File: config.mk
export PLATFORM = sky130hd
export DESIGN_NAME = prng_word_gen
export DESIGN_NICKNAME = d
export VERILOG_FILES = /design/src/rtl/prng_pkg.sv /design/src/rtl/prng_advance.sv /design/src/rtl/prng_seed_guard.sv /design/src/rtl/prng_word_gen.sv
export SDC_FILE = /design/constraint.sdc
export NUM_CORES = 1
export LEC_CHECK = 0
export BUFFER_PORTS_ARGS = -buffer_cell sky130_fd_sc_hd__buf_4
export CAP_MARGIN = 20
export CORE_MARGIN = 4
export CORE_UTILIZATION = 52
export CTS_BUF_LIST = sky130_fd_sc_hd__clkbuf_4 sky130_fd_sc_hd__clkbuf_8
export DETAILED_ROUTE_END_ITERATION = 10
export MAX_ROUTING_LAYER = met4
export PLACE_DENSITY = 0.88
export REMOVE_ABC_BUFFERS = 1
export SLEW_MARGIN = 30
export SYNTH_ARGS = -nofsm -noshare
export SYNTH_HDL_FRONTEND = slang
export SYNTH_SLANG_ARGS = --single-unit
export TNS_END_PERCENT = 20
File: constraint.sdc
create_clock -name clk -period 1.94 [get_ports clk]
set_input_delay 0.291 -clock clk [delete_from_list [all_inputs] [get_ports clk]]
set_output_delay 0.291 -clock clk [all_outputs]
set_load 0.01 [all_outputs]
File: src/rtl/prng_pkg.sv
package prng_pkg;
    localparam int STATE_W = 33;
    localparam int WORD_W  = 32;

    typedef struct packed {
        logic [STATE_W-1:0] state;
        logic               valid;
    } prng_regs_t;
endpackage

File: src/rtl/prng_advance.sv
module prng_advance #(
    parameter int STATE_W = 33,
    parameter int TAP_HI  = 33,
    parameter int TAP_LO  = 20,
    parameter int STEPS   = 32
) (
    input  logic [STATE_W-1:0] cur,
    output logic [STATE_W-1:0] nxt
);
    logic [STATE_W-1:0] chain [STEPS+1];

    assign chain[0] = cur;

    // one stage per serial shift; taps are counted from 1
    for (genvar i = 0; i < STEPS; i++) begin : g_stage
        assign chain[i+1] = {chain[i][STATE_W-2:0],
                             chain[i][TAP_HI-1] ^ chain[i][TAP_LO-1]};
    end

    assign nxt = chain[STEPS];
endmodule

File: src/rtl/prng_seed_guard.sv
module prng_seed_guard #(
    parameter int               STATE_W  = 33,
    parameter int               WORD_W   = 32,
    parameter logic [STATE_W-1:0] ZERO_FIX = 33'h1_5A5A_C3C3
) (
    input  logic [WORD_W-1:0]  seed_word,
    input  logic               seed_top,
    output logic [STATE_W-1:0] seed_eff
);
    localparam int PAD_W = STATE_W - WORD_W - 1;

    logic [STATE_W-1:0] raw;

    if (PAD_W > 0) begin : g_pad
        assign raw = {{PAD_W{1'b0}}, seed_top, seed_word};
    end else begin : g_nopad
        assign raw = {seed_top, seed_word};
    end

    always_comb begin
        seed_eff = raw;
        if (raw == '0) begin
            seed_eff = ZERO_FIX;
        end
    end
endmodule

File: src/rtl/prng_word_gen.sv
module prng_word_gen
    import prng_pkg::*;
#(
    parameter int                 TAP_HI     = 33,
    parameter int                 TAP_LO     = 20,
    parameter int                 STEPS      = 32,
    parameter logic [STATE_W-1:0] RESET_SEED = 33'h0_1D87_2B41,
    parameter logic [STATE_W-1:0] ZERO_FIX   = 33'h1_5A5A_C3C3
) (
    input  logic              clk,
    input  logic              rst,
    input  logic              seed_load,
    input  logic [WORD_W-1:0] seed_word,
    input  logic              seed_top,
    input  logic              step_req,
    output logic [WORD_W-1:0] rand_word,
    output logic              rand_valid
);
    prng_regs_t r_q, r_d;

    logic [STATE_W-1:0] adv_state;
    logic [STATE_W-1:0] seed_state;

    prng_advance #(
        .STATE_W(STATE_W),
        .TAP_HI (TAP_HI),
        .TAP_LO (TAP_LO),
        .STEPS  (STEPS)
    ) u_adv (
        .cur(r_q.state),
        .nxt(adv_state)
    );

    prng_seed_guard #(
        .STATE_W (STATE_W),
        .WORD_W  (WORD_W),
        .ZERO_FIX(ZERO_FIX)
    ) u_guard (
        .seed_word(seed_word),
        .seed_top (seed_top),
        .seed_eff (seed_state)
    );

    always_comb begin
        r_d       = r_q;
        r_d.valid = 1'b0;
        if (seed_load) begin
            r_d.state = seed_state;
        end else if (step_req) begin
            r_d.state = adv_state;
            r_d.valid = 1'b1;
        end
    end

    always_ff @(posedge clk) begin
        if (rst) begin
            r_q.state <= RESET_SEED;
            r_q.valid <= 1'b0;
        end else begin
            r_q <= r_d;
        end
    end

    assign rand_word  = r_q.state[WORD_W-1:0];
    assign rand_valid = r_q.valid;

    // a nonzero seed appears unshifted on the output word
    a_r2_seed_visible: assert property (@(posedge clk) disable iff (rst)
        (seed_load && ({seed_top, seed_word} != '0)) |=> (rand_word == $past(seed_word)));

    // a zero seed is replaced by the fixed constant
    a_r3_zero_fixed: assert property (@(posedge clk) disable iff (rst)
        (seed_load && ({seed_top, seed_word} == '0)) |=> (r_q.state == ZERO_FIX));

    // an accepted step always moves the state
    a_r4_step_moves: assert property (@(posedge clk) disable iff (rst)
        (step_req && !seed_load) |=> (r_q.state != $past(r_q.state)));

    // valid follows each accepted step
    a_r5_valid_after_step: assert property (@(posedge clk) disable iff (rst)
        (step_req && !seed_load) |=> rand_valid);

    // no valid without an accepted step
    a_r6_valid_low_otherwise: assert property (@(posedge clk) disable iff (rst)
        !(step_req && !seed_load) |=> !rand_valid);

    // idle cycles hold the state
    a_r7_idle_hold: assert property (@(posedge clk) disable iff (rst)
        (!step_req && !seed_load) |=> $stable(r_q.state));

    // the register never locks up at zero
    a_r8_nonzero: assert property (@(posedge clk) disable iff (rst)
        r_q.state != '0);
endmodule

Word level (Yosys, flattened, before mapping):

Cells that the tools add are included.

* register bits after elaboration: 34
* input port bits: 37
* output and inout port bits: 33
* word-level logic and storage cells: 40

* muxes and demuxes: 3
* bitwise logic cells: 32
* reductions and logical operators: 3

Operator list (number)
* $mux W33: 2
* $mux W34: 1
* $logic_not A33 Y1: 1
* $xor A1 B1 Y1: 32
* $reduce_bool A2 Y1: 1
* $reduce_or A2 Y1: 1

Logic depth before layout (Yosys ltp):

Gate-level depths: netlist (run 1).

* depth in word-level cells: 4
* gate-level depth with buffers: 6
* mapped depth without buffers: 4

Modules after synthesis:

From an unflattened synthesis (run 1), not the netlist that was laid out.

* cell total of the unflattened synthesis: 277
* area, all modules: 2701.3 um^2

By module, submodules not included
* prng_word_gen: instances 1, cells each 181, area each 1803.0 um^2, sequential area each 680.7 um^2
* prng_advance: instances 1, cells each 33, area each 467.9 um^2, sequential area each 0.0 um^2
* prng_seed_guard: instances 1, cells each 63, area each 430.4 um^2, sequential area each 0.0 um^2

Least setup slack after synthesis (run 1):

Ideal clock, no wire load.

* kind: input-to-reg
* start: input seed_word[28]
* end: register r_q (netlist bit rand_word[14])
* library setup time: 0.061 ns
* arrival: 1.370 ns
* data required time: 1.879 ns
* setup slack: 0.509 ns
* cell stages on the path: 4
* cell sequence: nor4_1 > nand4_1 > o31ai_4 > o221a_1

* cells in the longest elaborated chain, start to end: 3

RTL lines
* start: declaration: line prng_word_gen.sv:13 `input logic [WORD_W-1:0] seed_word,`
* $logic_not A33 Y1: line prng_seed_guard.sv:22 `if (raw == '0) begin`
* $mux W33: line prng_seed_guard.sv:22
* $mux W33: line prng_word_gen.sv:47 `if (seed_load) begin`
* end signal: assignment: line prng_word_gen.sv:60 `r_q <= r_d;`
* end: declaration: line prng_word_gen.sv:19 `prng_regs_t r_q, r_d;`

Every way passes these cells.
A chain may end at the register's enable or synchronous reset.

Worst setup path in the final report (run 1):

* start: input seed_word[12]
* end: register r_q (netlist bit rand_word[19])

Same word-level chain as after synthesis.

==> results.md, run 1 <==
* Status: finished clean
* Max-Cap Viols at 0
* Layout fillers at approximately 310
* Crit-path max FO at 9
* Largest net degree at the start of global routing at 49
* Final Skew at 6.41 ps
* H-tree Lvls at 2
* Slew at the pin with the worst max-slew slack at approximately 480 ps
* Die Span X at about 71 µm
* Worst relative slew slack at approximately two thirds
* # port buffers at 69
* Initial antenna violation count at 0
* Core area at 3770 µm²
* Area grow syn2layout at 20.0%
* Max Slew Vio Count at 0
* Rows at 22
* Setup crit end kind: flip-flop
* Drt total wl at 5.72 mm
* WP data arrival at roughly 1800 ps
* First-pass GRT wire length at 9.22 mm
* RSZ-0062 raised after global routing: no
* Gate Count Post-Synth at 247
* Fmax at between 600 and 700 MHz
* Reg-to-reg slack, setup at just over 600 ps
* Dpl ws at 98.4 ps
* Share of cells above drive strength 1 at between 30% and 40%
* CTS Root Cell: clkbuf_8
* Post-layout util at 66.7%
* Gr ovfl total at 0
* Mapped Area at 2100 µm²
* Syn avg cell area at approximately 8.5 µm²
* Initial Utilization at around 56%
* Die area at 5110 µm²
* DR iter-0 viols at 184
* Unique masters post-synth at 29
* Wire per inst at 17.3 µm
* Buffer count from post-CTS setup fixing at 0
* DIE HEIGHT at 71.5 µm
* Final hold viol count at 0
* CTS tree: built
* Power share of the clock group at 29.0%
* Ys flop type: dfxtp_1
* PD cells at 771 nW/µm²
* Flop and latch count out of synthesis at 34
* Clock buffer depth at 2
* Worst setup path class: in2reg
* Post-CTS sizing at 0
* Gate power share at 27.7%
* Drt first pass iters at 4
* Final setup TNS at 0 ps
* Post-synth EDFFs at 0
* I/O pins at 70
* Pint at 1340 µW
* Post-synthesis sequential area ratio at 32.5%
* Required @ worst endpoint at 2170 ps
* Power Total at just under 2000 µW
* GR met1 Demand/Resource at 31.3%
* Vias in the first global route at 1,862
* Fin crit period at 1570 ps
* Tot GR Track Use at approximately a quarter
* CTS Hold Bufs at 0
* Asr flop ratio synth at 0%
* DR vias at 1,900
* Setup-failing EPs final at 0
* Final period util at 80.8%
* Final net count at 319
* # diodes at 0
* ANT nets after route at 0
* GRT busiest layer: met2
* Worst Setup Start Kind: input pin
* Sw frac at 30.7%
* M2 GR Usage at 35.4%
* YS warnings at 0
* Peak VDD IR at 0.638 mV
* Met3 Use GR at ~6.0%
* Drt drc at 0
* Skew-Pair Late Insertion Delay at 290 ps
* Drt via density at 5.74
* Post-DP HPWL at around 4.3 mm
* Hold crit path type: in2reg
* Psw at between 500 and 600 µW
* Inserted Clock Buffers at 5
* Leak pwr at 0.00106 µW
* Worst Slack Setup Final at 373 ps
* Final GP Congestion at around 0.83
* Clock sink count at 34
* Seq pwr share at 43.3%
* Clock transition at path regs at 70 ps
flip-flops by register name (all words and copies together), names as in the netlist:
signal	flops
rand_valid	1
r_q	1
rand_word	32
cells in the final DEF, fill, tap and decap left out, drive strengths merged, types with 4 or more instances in the layout:
master / netlist / routed
nor3b: 4 / 4
xnor2: 27 / 27
nor4: 8 / 8
xor2: 5 / 5
clkbuf: 8 / 7
nand2: 9 / 9
o221a: 8 / 8
nor2: 31 / 31
a21oi: 26 / 26
a211o: 5 / 5
dfxtp: 34 / 34
buf: 39 / 75
mux2i: 7 / 7
o21ai: 4 / 4
a211oi: 15 / 15
synthesized netlist by cell type, drive strengths merged (5+ instances only):
cell    number  area, µm²
clkbuf       8       30.0
dfxtp       34        681
o221a        8       90.1
a211oi      15        113
mux2i        7       70.1
a211o        5       43.8
nand2        9       33.8
a21oi       26        130
xor2         5       43.8
nor2        31        116
buf         39        269
nor4         8       50.1
xnor2       27        236
layout make-up:
cell class	count	area (µm²)	area share [%]
inverter	2	7.51	0.299
tap	48	60.1	2.39
clock inverter	1	5.00	0.199
sequential	34	681	27.1
multi-input combinational	164	1110	44.1
timing repair buffer	75	563	22.4
clock buffer	7	90.1	3.58
critical path: stages:
cell     delay, ps
buf_4          120
nor4_1         390
nand4_1        280
o31ai_4        460
o221a_1        250
layer usage:
| layer | up-vias | wire (µm) |
|---|---|---|
| met5 | - | 0 |
| met4 | 0 | 118 |
| met3 | 12 | 519 |
| met2 | 92 | 2680 |
| met1 | 880 | 2400 |
| li1 | 916 | - |
final timing paths:
| check | start | endpoint | depth (start not counted) |
|---|---|---|---|
| worst max-delay path | seed_word[12] | rand_word[19] | 5 |
| worst min-delay path | seed_word[16] | rand_word[16] | 3 |
| worst min register to register | rand_word[3] | rand_word[3] | 2 |
| worst max register to register | rand_word[17] | rand_word[9] | 4 |
cells by family (layout without fill, tap and decap cells):
family | after synthesis | count (layout) | share of synthesized area [%]
buf+inv | 49 | 85 | 14.6
mux | 7 | 7 | 3.34
compound gates | 65 | 65 | 22.6
flops | 34 | 34 | 32.5
simple gates | 60 | 60 | 13.6
xor+xnor | 32 | 32 | 13.4
metrics by stage:
stage	instances	area, µm²	hold slack [ps]
after floorplan	200	1800	363
final	331	2510	222
after CTS	331	2510	217
after global routing	331	2510	226
after detailed placement	323	2420	520
after global placement	323	2420	514
power by group through the flow:
stage | clock network, µW | registers [µW] | logic, µW
final | 561 | 839 | 537
after global placement | 0 | 851 | 522
after detailed placement | 0 | 853 | 533
after CTS | 566 | 838 | 538
after global routing | 600 | 847 | 583
after floorplan | 0 | 864 | 254
Note: power is estimated with default switching activity, not from simulation.
==> run 2, diff against run 1 <==
clock period = 1.65 ns   (was 1.94 ns; I/O delays follow)
==> run 2 against run 1 <==
Net effect: register-to-register slack worse by 320 ps; clock skew down 2.5 ps; non-clock buffer count up 5; sequential power up 17%; power up 16%; count of clock-buffer cells in the layout unchanged; global-route usage about the same; combinational power up 19%; via count up 4.3%; critical path depth up 1; critical path type unchanged; largest power group unchanged.
==> results.md, run 2 (same netlist as run 1, synthesis figures left out) <==
* CTS Hold Bufs at 0 (unchanged)
* Initial Utilization at 55.6% (unchanged)
* Fmax at 680 MHz
* Crit-path max FO at 7 (-2)
* RSZ-0062 raised after global routing: no
* Worst Slack Setup Final at 179 ps (-194 ps)
* Seq pwr share at 44.0% (+0.7 points)
* Top layer in use: met4
* Gr ovfl total at 0 (unchanged)
* I/O pins at 70 (unchanged)
* Die Span X at 71.5 µm (unchanged)
* Worst Setup Start Kind: input pin
* Drt via density at 5.91 (+3.0%)
* Rows at 22 (unchanged)
* Final net count at 324 (+1.6%)
* # port buffers at 69 (unchanged)
* Post-CTS sizing at 0 (unchanged)
* Power share of the clock group at 27.4% (-1.6 points)
* PD cells at 881 nW/µm² (+14%)
* Core area at 3770 µm² (unchanged)
* DIE HEIGHT at 71.5 µm (unchanged)
* Hold crit path type: in2reg
* Final GP Congestion at 0.904 (+9.0%)
* Clock sink count at 34 (unchanged)
* Post-Layout Cell Count at 335 (+1.2%)
* Wire per inst at 17.4 µm (+0.71%)
* Worst setup path class: in2reg
* Met2 wire len at 2.78 mm (+3.7%)
* Peak VDD IR at 0.507 mV (-21%)
* ANT nets after route at 0 (unchanged)
* DR iter-0 viols at 183 (-0.54%)
* Largest net degree at the start of global routing at 39 (-20%)
* Clock transition at path regs at 70 ps (about the same)
* Leak pwr at 0.00107 µW (+1.6%)
* Vias in the first global route at 1,908 (+2.5%)
* # diodes at 0 (unchanged)
* DR vias at 1,981 (+4.3%)
* H-tree Lvls at 2 (unchanged)
* Drt total wl at 5.83 mm (+1.9%)
* CTS tree: built
* Gate power share at 28.6% (+0.9 points)
* Max-Cap Viols at 0 (unchanged)
* Initial antenna violation count at 0 (unchanged)
* Drt drc at 0 (unchanged)
* Skew-Pair Late Insertion Delay at 290 ps (about the same)
* Final Skew at 3.93 ps (-2.48 ps)
* Max Slew Vio Count at 0 (unchanged)
* Status: finished clean
* Final Cell Area at 2540 µm² (+1.0%)
* Area grow syn2layout at 21.3%
* Required @ worst endpoint at 1880 ps (-290 ps)
* Psw at 684 µW (+15%)
* Power Total at 2240 µW (+16%)
* Dpl ws at -58.1 ps (-156 ps)
* Pint at 1560 µW (+16%)
* Setup-failing EPs final at 0 (unchanged)
* Final period util at 89.1%
* Metal3 WL at 607 µm (+17%)
* Placed insts at 328 (+1.5%)
* Clock buffer depth at 2 (unchanged)
* Placed cell area at 2460 µm² (+1.6%)
* Max reg flops at 32 (unchanged)
* Tot GR Track Use at 24.1% (+0.031 points)
* Share of cells above drive strength 1 at 31.0% (+0.98 points)
* Fin crit period at 1470 ps
* Setup crit end kind: flip-flop
* Worst relative slew slack at 72.1% (+4.1 points)
* Buffer count from post-CTS setup fixing at 0 (unchanged)
* Drt first pass iters at 5 (+1)
* Sw frac at 30.5% (-0.19 points)
* Commonest non-fill, non-tap cell in the layout: buf_4
* CTS Root Cell: clkbuf_8
* Slew at the pin with the worst max-slew slack at 418 ps (-61.2 ps)
* WP data arrival at 1700 ps (-100 ps)
* First-pass GRT wire length at 9.29 mm (+0.82%)
* Final setup TNS at 0 ps (unchanged)
* Post-DP HPWL at 4.50 mm (+4.2%)
* Final hold viol count at 0 (unchanged)
* Inserted Clock Buffers at 5 (unchanged)
* Most frequent cells in the layout: buf_4 (80), dfxtp_1 (34), nor2_1 (31), xnor2_1 (27), a21oi_1 (26)
* Met1 WL at 2.30 mm (-4.2%)
* Die area at 5110 µm² (unchanged)
run 2: layer usage:
| metal | track usage [%] | vias up |
|---|---|---|
| met5 | - | - |
| li1 | - | 916 |
| met4 | 8.35 | 0 |
| met2 | 38.2 | 108 |
| met3 | 6.73 | 13 |
| met1 | 29.3 | 944 |
run 2: final cells by class:
cell class                      instances  area (µm²)
Clock buffer                            7        83.8
Fill cell                             312        1230
Inverter                                2        7.51
Multi-Input combinational cell        164        1110
Sequential cell                        34         681
Tap cell                               48        60.1
Timing Repair Buffer                   80         601
run 2: critical path: stages:
cell and delay (ps):
buf_4 110, nor4_1 370, nand4_1 290, o31ai_4 300, buf_4 200, o221a_1 190
run 2: worst paths after layout:
path / startpoint / end / slack, ps / depth (start not counted)
setup / recovery: seed_word[27] / rand_word[22] / 180 / 6
hold / removal: seed_word[16] / rand_word[16] / 180 / 3
setup reg to reg: rand_word[17] / rand_word[9] / 290 / 4
hold reg to reg: rand_word[4] / rand_word[4] / 620 / 2
run 2: per-stage QoR:
step	hold slack, ps	util (%)
global route	188	67.4
CTS	170	67.4
finish	178	67.4
floorplan	320	-
detailed placement	471	65.2
global placement	471	65.2
run 2: power by group through the flow:
stage                     Clock (µW)  Combinational [µW]  Sequential (µW)
after floorplan                    0                 299             1020
after global placement             0                 621             1000
after detailed placement           0                 636             1000
after CTS                        621                 640              984
after global routing             649                 695              997
final                            614                 641              985
